### config.mk
export PLATFORM = sky130hd
export DESIGN_NAME = prg_slot_map
export DESIGN_NICKNAME = d
export VERILOG_FILES = /design/src/rtl/prg_slot_map.sv
export SDC_FILE = /design/constraint.sdc
export NUM_CORES = 1
export LEC_CHECK = 0
export ABC_CLOCK_PERIOD_IN_PS = 1000
export BUFFER_PORTS_ARGS = -buffer_cell sky130_fd_sc_hd__buf_2
export CAP_MARGIN = 20
export CORE_UTILIZATION = 35
export DETAILED_ROUTE_END_ITERATION = 6
export PLACE_DENSITY = 0.78
export SYNTH_ARGS = -nofsm -noshare
export SYNTH_HDL_FRONTEND = slang
export SYNTH_SLANG_ARGS = --single-unit
### constraint.sdc
create_clock -name clk -period 1 [get_ports clk]
set_input_delay 0.2 -clock clk [delete_from_list [all_inputs] [get_ports clk]]
set_output_delay 0.2 -clock clk [all_outputs]
set_load 0.1 [all_outputs]
### src/rtl/prg_slot_map.sv
module prg_slot_map #(
  parameter int BANK_COUNT = 32,
  parameter int ADDR_W     = 16,
  parameter int DATA_W     = 8,
  localparam int BANK_W    = $clog2(BANK_COUNT)
) (
  input  logic              clk,
  input  logic              rst_n,
  input  logic              wr_en,
  input  logic [ADDR_W-1:0] wr_addr,
  input  logic [DATA_W-1:0] wr_data,
  output logic [BANK_W-1:0] slot0_bank,
  output logic [BANK_W-1:0] slot1_bank,
  output logic [BANK_W-1:0] slot2_bank,
  output logic [BANK_W-1:0] slot3_bank,
  output logic              mirror_horiz
);

  localparam logic [ADDR_W-1:0] DEC_MASK   = ADDR_W'('hF003);
  localparam logic [ADDR_W-1:0] SEL_A      = ADDR_W'('h8000);
  localparam logic [ADDR_W-1:0] SEL_B      = ADDR_W'('hA000);
  localparam logic [ADDR_W-1:0] SEL_MIR    = ADDR_W'('h9000);
  localparam logic [ADDR_W-1:0] SEL_SWAP   = ADDR_W'('h9001);
  localparam logic [BANK_W-1:0] BANK_PENULT = BANK_W'(BANK_COUNT - 2);
  localparam logic [BANK_W-1:0] BANK_FINAL  = BANK_W'(BANK_COUNT - 1);

  logic [ADDR_W-1:0] dec_addr;
  logic              hit_a, hit_b, hit_mir, hit_swap;
  logic [BANK_W-1:0] bank_a_q, bank_b_q;
  logic              swap_q, mir_q;

  assign dec_addr = wr_addr & DEC_MASK;
  assign hit_a    = wr_en && (dec_addr == SEL_A);
  assign hit_b    = wr_en && (dec_addr == SEL_B);
  assign hit_mir  = wr_en && (dec_addr == SEL_MIR);
  assign hit_swap = wr_en && (dec_addr == SEL_SWAP);

  always_ff @(posedge clk) begin
    if (!rst_n) begin
      bank_a_q <= '0;
      bank_b_q <= '0;
      swap_q   <= 1'b0;
      mir_q    <= 1'b0;
    end else begin
      if (hit_a)    bank_a_q <= wr_data[BANK_W-1:0];
      if (hit_b)    bank_b_q <= wr_data[BANK_W-1:0];
      if (hit_swap) swap_q   <= |wr_data;
      if (hit_mir)  mir_q    <= wr_data[0];
    end
  end

  assign slot0_bank   = swap_q ? BANK_PENULT : bank_a_q;
  assign slot1_bank   = bank_b_q;
  assign slot2_bank   = swap_q ? bank_a_q : BANK_PENULT;
  assign slot3_bank   = BANK_FINAL;
  assign mirror_horiz = mir_q;

  p_reg_a_r2: assert property (@(posedge clk) disable iff (!rst_n)
    hit_a |=> (slot0_bank == $past(wr_data[BANK_W-1:0])) ||
              (slot2_bank == $past(wr_data[BANK_W-1:0])));

  p_reg_b_r2: assert property (@(posedge clk) disable iff (!rst_n)
    hit_b |=> slot1_bank == $past(wr_data[BANK_W-1:0]));

  p_swap_on_r5: assert property (@(posedge clk) disable iff (!rst_n)
    (hit_swap && (wr_data != '0)) |=> slot0_bank == BANK_PENULT);

  p_swap_off_r4: assert property (@(posedge clk) disable iff (!rst_n)
    (hit_swap && (wr_data == '0)) |=> slot2_bank == BANK_PENULT);

  p_mirror_r7: assert property (@(posedge clk) disable iff (!rst_n)
    hit_mir |=> mirror_horiz == $past(wr_data[0]));

  p_hold_r9: assert property (@(posedge clk) disable iff (!rst_n)
    !wr_en |=> $stable(slot0_bank) && $stable(slot1_bank) &&
               $stable(slot2_bank) && $stable(mirror_horiz));

endmodule

==> metrics.cfg, run 1 <==
[outcome]
outcome = finished with violations
violations = setup timing

[drt]
via_per_inst = 4.902
wl_per_cell_um = 11.47
drc_errors = 0
wl_met3_um = 82
ant_nets = 0
met1_length_um = 663
drt_iter0_drc = 18
firstDrtPassIters = 4
wl_met2_um = 856
top_layer = met4
vias = 701
wl_um = 1640

[flow_run]
max_cap_viol_count = 0

[floorplan]
die_height_um = 45.45
rows = 15
io_pins = 48
die_area_um2 = 2065
fp.coreArea_um2 = 1745
start_util = 0.3785
chipWidth_um = 45.45

[logic_synthesis]
async_flop_share = 0
yosysMostFrequentCell = dfxtp_1
yosys-top-cells-area = dfxtp_1, a21oi_1, nand3_1
synth_common_cells = dfxtp_1, a21oi_1, nand3_1, o21ai_1, buf_4
synth_warnings = 0
synthDominantCellAreaShare = 0.3636
synth_cell_types = 26
seq_area_frac_synth = 0.3636
synth_edf_count = 0
yosys_register_bits = 12
netlist_instances = 79
ys.flop_type = dfxtp_1
synth.avg_cell_area_um2 = 8.362
netlist_area_um2 = 660.6
synth_area_leader_cell = dfxtp_1

[grt]
grt_pass1_wl_um = 2822
grt_start_max_net_pins = 13
overflow = 0
grt_pass1_vias = 647
antenna_found_initial = 0
track_usage = 0.1887

[worst_hold_path]
hold_depth = 3
hold_path.class = in2reg

[finish]
layout-drive-gt1-share = 0.5678
syn_to_final_growth_pct = 85.23
seq_area_um2 = 255.2
diodes = 0
nFillCells = 120
multiInputGateArea_um2 = 420.4
fin_nets = 146

[setup_path]
critical_path_class = reg2out
ff2ff_path_depth = 2
worstPathArrival_ps = 1090
worstPathRequired_ps = 800
critPathLaunchType = register
cp_max_fo = 9
critPathCaptureType = primary output

[clock_network]
clockBufferDepth = 2
path_clk_slew_ps = 80
htreeDepth = 1
cts.hold.buffers_added = 0
cts.sinks = 12
cts_root_buf = clkbuf_4
cts_made_buffers = 3
cts_tree = done
clk_latency_ps = 280
post_cts_buffers = 0

[timing]
fin_crit_ps = 1286
period_share = 1.286
final_hold_viol_count = 0
hold_slack_ps = 188.9
drv_slew = 0
fin_skew_ps = 0
setup_viol = 16
fin_ws_ps = -286.3
rsz0062_at_grt = true
fmax_mhz = 777.4

[placed_design]
gp_congestion = 0.8468
hpwl_um = 1315
portBuffers = 32

[power_and_ir_drop]
finalPower_uw = 1120
p_leak_uw = 0.0004866
ir_worst_vdd_mv = 0.7983
p_per_area_nw_per_um2 = 915.4

[what timing repair did]
action                                  in CTS  in global routing
resized for setup                            1                  1
endpoints found under the setup margin      16                 16
pin swaps                                    1                  0
[final timing paths]
check	end	slack, ps	from
worst max-delay path	slot0_bank[1]	-290	swap_q
worst min-delay path	slot1_bank[1]	190	wr_data[1]
worst max register to register	swap_q	190	swap_q
worst min register to register	bank_a_q[0]	490	bank_a_q[0]
[metrics by stage]
step	setup TNS [ps]	util	cell area, um2	cells	setup WS, ps
4_1_cts	-2656	0.7004	1222	143	-290.0
5_1_grt	-3044	0.7011	1224	143	-310.7
3_3_place_gp	-944.2	0.6781	1184	139	-95.45
6_report	-2623	0.7011	1224	143	-286.3
3_5_place_dp	-1351	0.6781	1184	139	-137.6
2_1_floorplan	-285.0	-	758.2	83	-168.5
[sequential cells by signal, indices dropped and copies added, names as in the netlist]
| register | flops |
|---|---|
| swap_q | 1 |
| bank_a_q | 5 |
| mirror_horiz | 1 |
| slot1_bank | 5 |
[routing by layer]
metal | vias up | track usage
li1 | 354 | -
met1 | 311 | 0.2143
met2 | 31 | 0.3343
met3 | 5 | 0.02778
met4 | 0 | 0.1030
met5 | - | 0
[critical path, stage by stage (launching register included)]
cell     delay, ps
dfxtp_4        390
or2_4          250
buf_12         160
[placed cells by master, fill, tap and decap left out, drive strengths merged, types with 2 or more instances in the layout]
master,synthesis,routed
inv,2,2
clkbuf,2,4
or2,4,4
buf,7,40
o21ai,10,10
nor4,2,2
a21oi,11,11
conb,1,5
nand2b,4,4
nand3,10,10
dfxtp,12,12
[power breakdown]
part / total, uW / switching (uW) / leakage, uW / internal [uW]
logic: 245 / 174 / 0.000364 / 71.1
registers: 477 / 2.52 / 0.000101 / 474
clock network: 399 / 177 / 0.0000210 / 222
[layout make-up]
cell class / instances / area share
repair buffers: 40 / 0.3865
multi-input cells: 60 / 0.3436
flip-flops and latches: 12 / 0.2086
clock buffers: 4 / 0.02965
well taps: 25 / 0.02556
inverters: 2 / 0.006135
[logic make-up after synthesis]
group,after synthesis,synth area share
buffers and inverters,11,0.09848
DFF,12,0.3636
AOI/OAI and AO/OA,24,0.2045
and+or+nand+nor,31,0.3277
other,1,0.005676
Note: power is estimated with default switching activity, not from simulation.
==> run 2: changes to the inputs <==
--- a/config.mk
+++ b/config.mk
@@ -6,7 +6,7 @@
 export NUM_CORES = 1
 export LEC_CHECK = 0
 export ABC_CLOCK_PERIOD_IN_PS = 1000
-export BUFFER_PORTS_ARGS = -buffer_cell sky130_fd_sc_hd__buf_2
+export BUFFER_PORTS_ARGS = -buffer_cell sky130_fd_sc_hd__buf_4
 export CAP_MARGIN = 20
 export CORE_UTILIZATION = 35
 export DETAILED_ROUTE_END_ITERATION = 6
==> run 2 against run 1 <==
The flow still finishes with violations (setup timing). Register-to-register slack barely moved. Count of clock-buffer cells in the layout stayed put. Setup slack improved by 15 ps. Clock skew is the same. Sequential share of layout area shrank 0.52 points. Combinational power grew 7%. Via count increased by 5.8%. Maximum frequency increased by 1.2%. Largest cell class unchanged.
==> metrics.cfg, run 2 (synthesis results as in run 1) <==
[outcome]
outcome = finished with violations
violations = setup timing

[clock_network]
cts.sinks = 12  ; unchanged
cts_made_buffers = 3  ; unchanged
htreeDepth = 1  ; unchanged
post_cts_buffers = 0  ; unchanged
path_clk_slew_ps = 80  ; about the same
clk_latency_ps = 270  ; about the same
clockBufferDepth = 2  ; unchanged
cts_root_buf = clkbuf_4
cts.hold.buffers_added = 0  ; unchanged
cts_tree = done

[timing]
fin_setup_tns_ps = -2522  ; +101.1 ps
period_share = 1.271  ; -0.01496
fin_skew_ps = 0  ; unchanged
final_hold_viol_count = 0  ; unchanged
fin_crit_ps = 1271  ; -14.96 ps
hold_slack_ps = 196.1  ; +7.256 ps
drv_slew = 0  ; unchanged
fmax_mhz = 786.6  ; +1.2%
rsz0062_at_grt = true
fin_ws_ps = -271.3  ; +14.96 ps
setup_viol = 10  ; -6

[placed_design]
portBuffers = 32  ; unchanged
gp_congestion = 0.8123  ; -4.1%
hpwl_um = 1298  ; -1.2%

[floorplan]
start_util = 0.3785  ; unchanged
chipWidth_um = 45.45  ; unchanged
die_height_um = 45.45  ; unchanged
fp.coreArea_um2 = 1745  ; unchanged
rows = 15  ; unchanged
io_pins = 48  ; unchanged
die_area_um2 = 2065  ; unchanged

[grt]
antenna_found_initial = 0  ; unchanged
grt_start_max_net_pins = 13  ; unchanged
grt_pass1_wl_um = 3084  ; +9.3%
grt_pass1_vias = 709  ; +9.6%
track_usage = 0.2010  ; +0.01225
overflow = 0  ; unchanged

[finish]
final_util = 0.7190  ; +0.01792
final_common_cell = buf_4
final_cell_mix = buf_4, buf_12, a21oi_1, nand3_1, o21ai_1
diodes = 0  ; unchanged
syn_to_final_growth_pct = 89.96
layout-drive-gt1-share = 0.5678  ; unchanged
fin_nets = 146  ; unchanged

[setup_path]
cp_max_fo = 9  ; unchanged
critPathCaptureType = primary output
path_delay_family = flip-flops
critical_path_class = reg2out
worstPathArrival_ps = 1070  ; -20 ps
slowest_delay_ps = 390  ; about the same
worstPathRequired_ps = 800  ; about the same
cp_num_buf_inv = 1  ; unchanged
crit_chain = or2_4, buf_12
ff2ff_path_depth = 2  ; unchanged
cp_num_cells = 2  ; unchanged
critPathLaunchType = register
cpMaxStageDelayCell = dfxtp_4

[power_and_ir_drop]
p_leak_uw = 0.0004985  ; +2.5%
ir_worst_vdd_mv = 0.7709  ; -3.4%
p_per_area_nw_per_um2 = 891.3  ; -2.6%

[drt]
wl_per_cell_um = 12.48  ; +8.8%
wl_um = 1784  ; +8.8%
drt_iter0_drc = 13  ; -5
vias = 742  ; +5.8%
ant_nets = 0  ; unchanged
drc_errors = 0  ; unchanged
via_per_inst = 5.189  ; +5.8%
firstDrtPassIters = 4  ; unchanged

[flow_run]
max_cap_viol_count = 0  ; unchanged

[worst_hold_path]
hold_path.class = in2reg
hold_depth = 3  ; unchanged

-- run 2: cell counts in the layout (fill, tap and decap cells not counted) --
No cell type changed its count.
-- run 2: path summary, 6_finish.rpt --
check                                   from            end  slack [ps]
worst max-delay path                  swap_q  slot0_bank[1]        -270
worst min-delay path              wr_data[1]  slot1_bank[1]         200
worst max register to register        swap_q         swap_q         180
worst min register to register  mirror_horiz   mirror_horiz         510
-- run 2: worst reg2reg max path, delay by kind of cell, from the launching register on --
family,cells,cell delay (ps)
AO/OA/AOI/OAI,2,310
flip-flops,1,420
-- run 2: what timing repair did --
action	CTS	global route
pin swaps	1	0
resized for setup	50	1
endpoints found under the setup margin	16	16
-- run 2: final cells by class --
cell class | instances | area [um2]
Inverter | 2 | 7.507
Fill cell | 138 | 490.5
Clock buffer | 4 | 36.28
Timing Repair Buffer | 40 | 504.2
Sequential cell | 12 | 255.2
Tap cell | 25 | 31.28
Multi-Input combinational cell | 60 | 420.4
-- run 2: layer usage --
metal	wire [um]	GRT usage	up-vias
met5	0	0	-
met4	0	0	0
met3	98	0.05159	0
met2	1051	0.4057	32
met1	633	0.2162	356
li1	-	-	354
-- run 2: power by group --
part	internal (uW)	leakage (uW)	switching, uW
clock	221	0.0000210	159
sequential	474	0.000101	2.56
combinational	88.3	0.000376	173
-- run 2: metrics by stage --
stage	setup slack, ps	std cells	total power, uW	area (um2)
2_1_floorplan	-168.5	83	664.1	758.2
3_3_place_gp	-122.1	139	734.8	1011
3_5_place_dp	-150.0	139	739.1	1011
4_1_cts	-271.9	143	1124	1250
5_1_grt	-299.7	143	1159	1255
6_report	-271.3	143	1119	1255
==> run 3: changes to the inputs <==
--- a/config.mk
+++ b/config.mk
@@ -10,6 +10,7 @@
 export CAP_MARGIN = 20
 export CORE_UTILIZATION = 35
 export DETAILED_ROUTE_END_ITERATION = 6
+export MAX_ROUTING_LAYER = met4
 export PLACE_DENSITY = 0.78
 export SYNTH_ARGS = -nofsm -noshare
 export SYNTH_HDL_FRONTEND = slang
==> run 3 against run 2 <==
The flow still finishes with violations (setup timing). Sequential share of layout area is the same. Via count shrank 0.13%. Worst hold slack is essentially flat. Die area is the same. Cell count is the same. Register-to-register slack is essentially flat. Combinational power is essentially flat. Setup slack is essentially flat.
==> metrics.cfg, run 3 (synthesis results as in run 1) <==
[grt]
antenna_found_initial = 0  ; unchanged
overflow = 0  ; unchanged
grt_pass1_wl_um = 3084  ; unchanged
track_usage = 0.2070  ; +0.005992
grt_pass1_vias = 709  ; unchanged
grt_start_max_net_pins = 13  ; unchanged

[power_and_ir_drop]
finalPower_uw = 1119  ; about the same
p_leak_uw = 0.0004985  ; unchanged
ir_worst_vdd_mv = 0.7707  ; about the same
p_per_area_nw_per_um2 = 891.7  ; about the same

[drt]
via_per_inst = 5.182  ; -0.13%
wl_um = 1790  ; +0.34%
vias = 741  ; -0.13%
firstDrtPassIters = 4  ; unchanged
drc_errors = 0  ; unchanged
drt_iter0_drc = 13  ; unchanged
wl_per_cell_um = 12.52  ; +0.34%
ant_nets = 0  ; unchanged

[setup_path]
crit_end = slot0_bank[1]
cp_max_fo = 9  ; unchanged
critical_path_class = reg2out
worstPathRequired_ps = 800  ; about the same
critPathCaptureType = primary output
cp-startpoint = swap_q
ff2ff_path_depth = 2  ; unchanged
critPathLaunchType = register
timing.rr.end = swap_q
r2r_slack_ps = 180  ; about the same
r2r_start = swap_q
worstPathArrival_ps = 1070  ; about the same

[timing]
fin_setup_tns_ps = -2525  ; -2.970 ps
final_hold_viol_count = 0  ; unchanged
setup_viol = 11  ; +1
fin_crit_ps = 1272  ; +0.2670 ps
fin_skew_ps = 0  ; unchanged
fmax_mhz = 786.4  ; about the same
rsz0062_at_grt = true
period_share = 1.272  ; about the same
drv_slew = 0  ; unchanged
fin_ws_ps = -271.6  ; -0.2670 ps
hold_slack_ps = 196.1  ; +0.02000 ps

[clock_network]
clockBufferDepth = 2  ; unchanged
htreeDepth = 1  ; unchanged
cts.sinks = 12  ; unchanged
cts_root_buf = clkbuf_4
post_cts_buffers = 0  ; unchanged
path_clk_slew_ps = 80  ; about the same
cts_tree = done
clk_latency_ps = 270  ; about the same
cts_made_buffers = 3  ; unchanged

[finish]
layout-drive-gt1-share = 0.5678  ; unchanged
fin_nets = 146  ; unchanged
diodes = 0  ; unchanged
final_common_cell = buf_4
final_cell_mix = buf_4, buf_12, a21oi_1, nand3_1, o21ai_1
syn_to_final_growth_pct = 89.96  ; unchanged
stdcell_area_um2 = 1255  ; unchanged

[placed_design]
place_ws_ps = -150.0  ; unchanged
hpwl_um = 1298  ; unchanged
dpl_cell_area_um2 = 1011  ; unchanged
gp_congestion = 0.8243  ; +1.5%
portBuffers = 32  ; unchanged

[floorplan]
rows = 15  ; unchanged
chipWidth_um = 45.45  ; unchanged
start_util = 0.3785  ; unchanged
fp.coreArea_um2 = 1745  ; unchanged
die_area_um2 = 2065  ; unchanged
die_height_um = 45.45  ; unchanged
io_pins = 48  ; unchanged

[worst_hold_path]
hold_depth = 3  ; unchanged
hold_path.class = in2reg

[flow_run]
max_cap_viol_count = 0  ; unchanged

[outcome]
violations = setup timing
outcome = finished with violations

[run 3: stage by stage]
| stage | instances | utilization |
|---|---|---|
| 3_3_place_gp | 139 | 0.5792 |
| 6_report | 143 | 0.7190 |
| 5_1_grt | 143 | 0.7190 |
| 4_1_cts | 143 | 0.7161 |
| 2_1_floorplan | 83 | - |
| 3_5_place_dp | 139 | 0.5792 |
[run 3: worst min path at each step]
stage               slack, ps           from             to
floorplan                 340     wr_data[0]  slot1_bank[0]
global placement          470  slot1_bank[3]  slot1_bank[3]
detailed placement        480  slot1_bank[1]  slot1_bank[1]
CTS                       200     wr_data[1]  slot1_bank[1]
global route              210     wr_data[2]    bank_a_q[2]
finish                    200     wr_data[1]  slot1_bank[1]
[run 3: layout make-up]
type	instances	area, um2
timing repair buffer	40	504.2
multi-input combinational	60	420.4
clock buffer	4	36.28
fill	138	490.5
inverter	2	7.507
tap	25	31.28
sequential	12	255.2
[run 3: critical path, stage by stage, from the launching register on]
cell and delay (ps):
dfxtp_4 390, or2_4 240, buf_12 160
[run 3: where the power goes]
group	internal, uW	switching, uW	total (uW)
Combinational	88.3	173	262
Sequential	474	2.56	477
Clock	221	159	380
[run 3: timing repair]
item | in CTS | in global routing
gates resized for setup | 50 | 1
pin swaps | 1 | 0
hold buffers | 0 | 0
endpoints found under the setup margin | 16 | 16
[run 3: per-layer routing]
metal / wire (um) / vias up / GRT usage
met5: 0 / - / -
met4: 0 / 0 / 0
met3: 86 / 0 / 0.04762
met2: 1051 / 30 / 0.4057
met1: 652 / 357 / 0.2187
li1: - / 354 / -
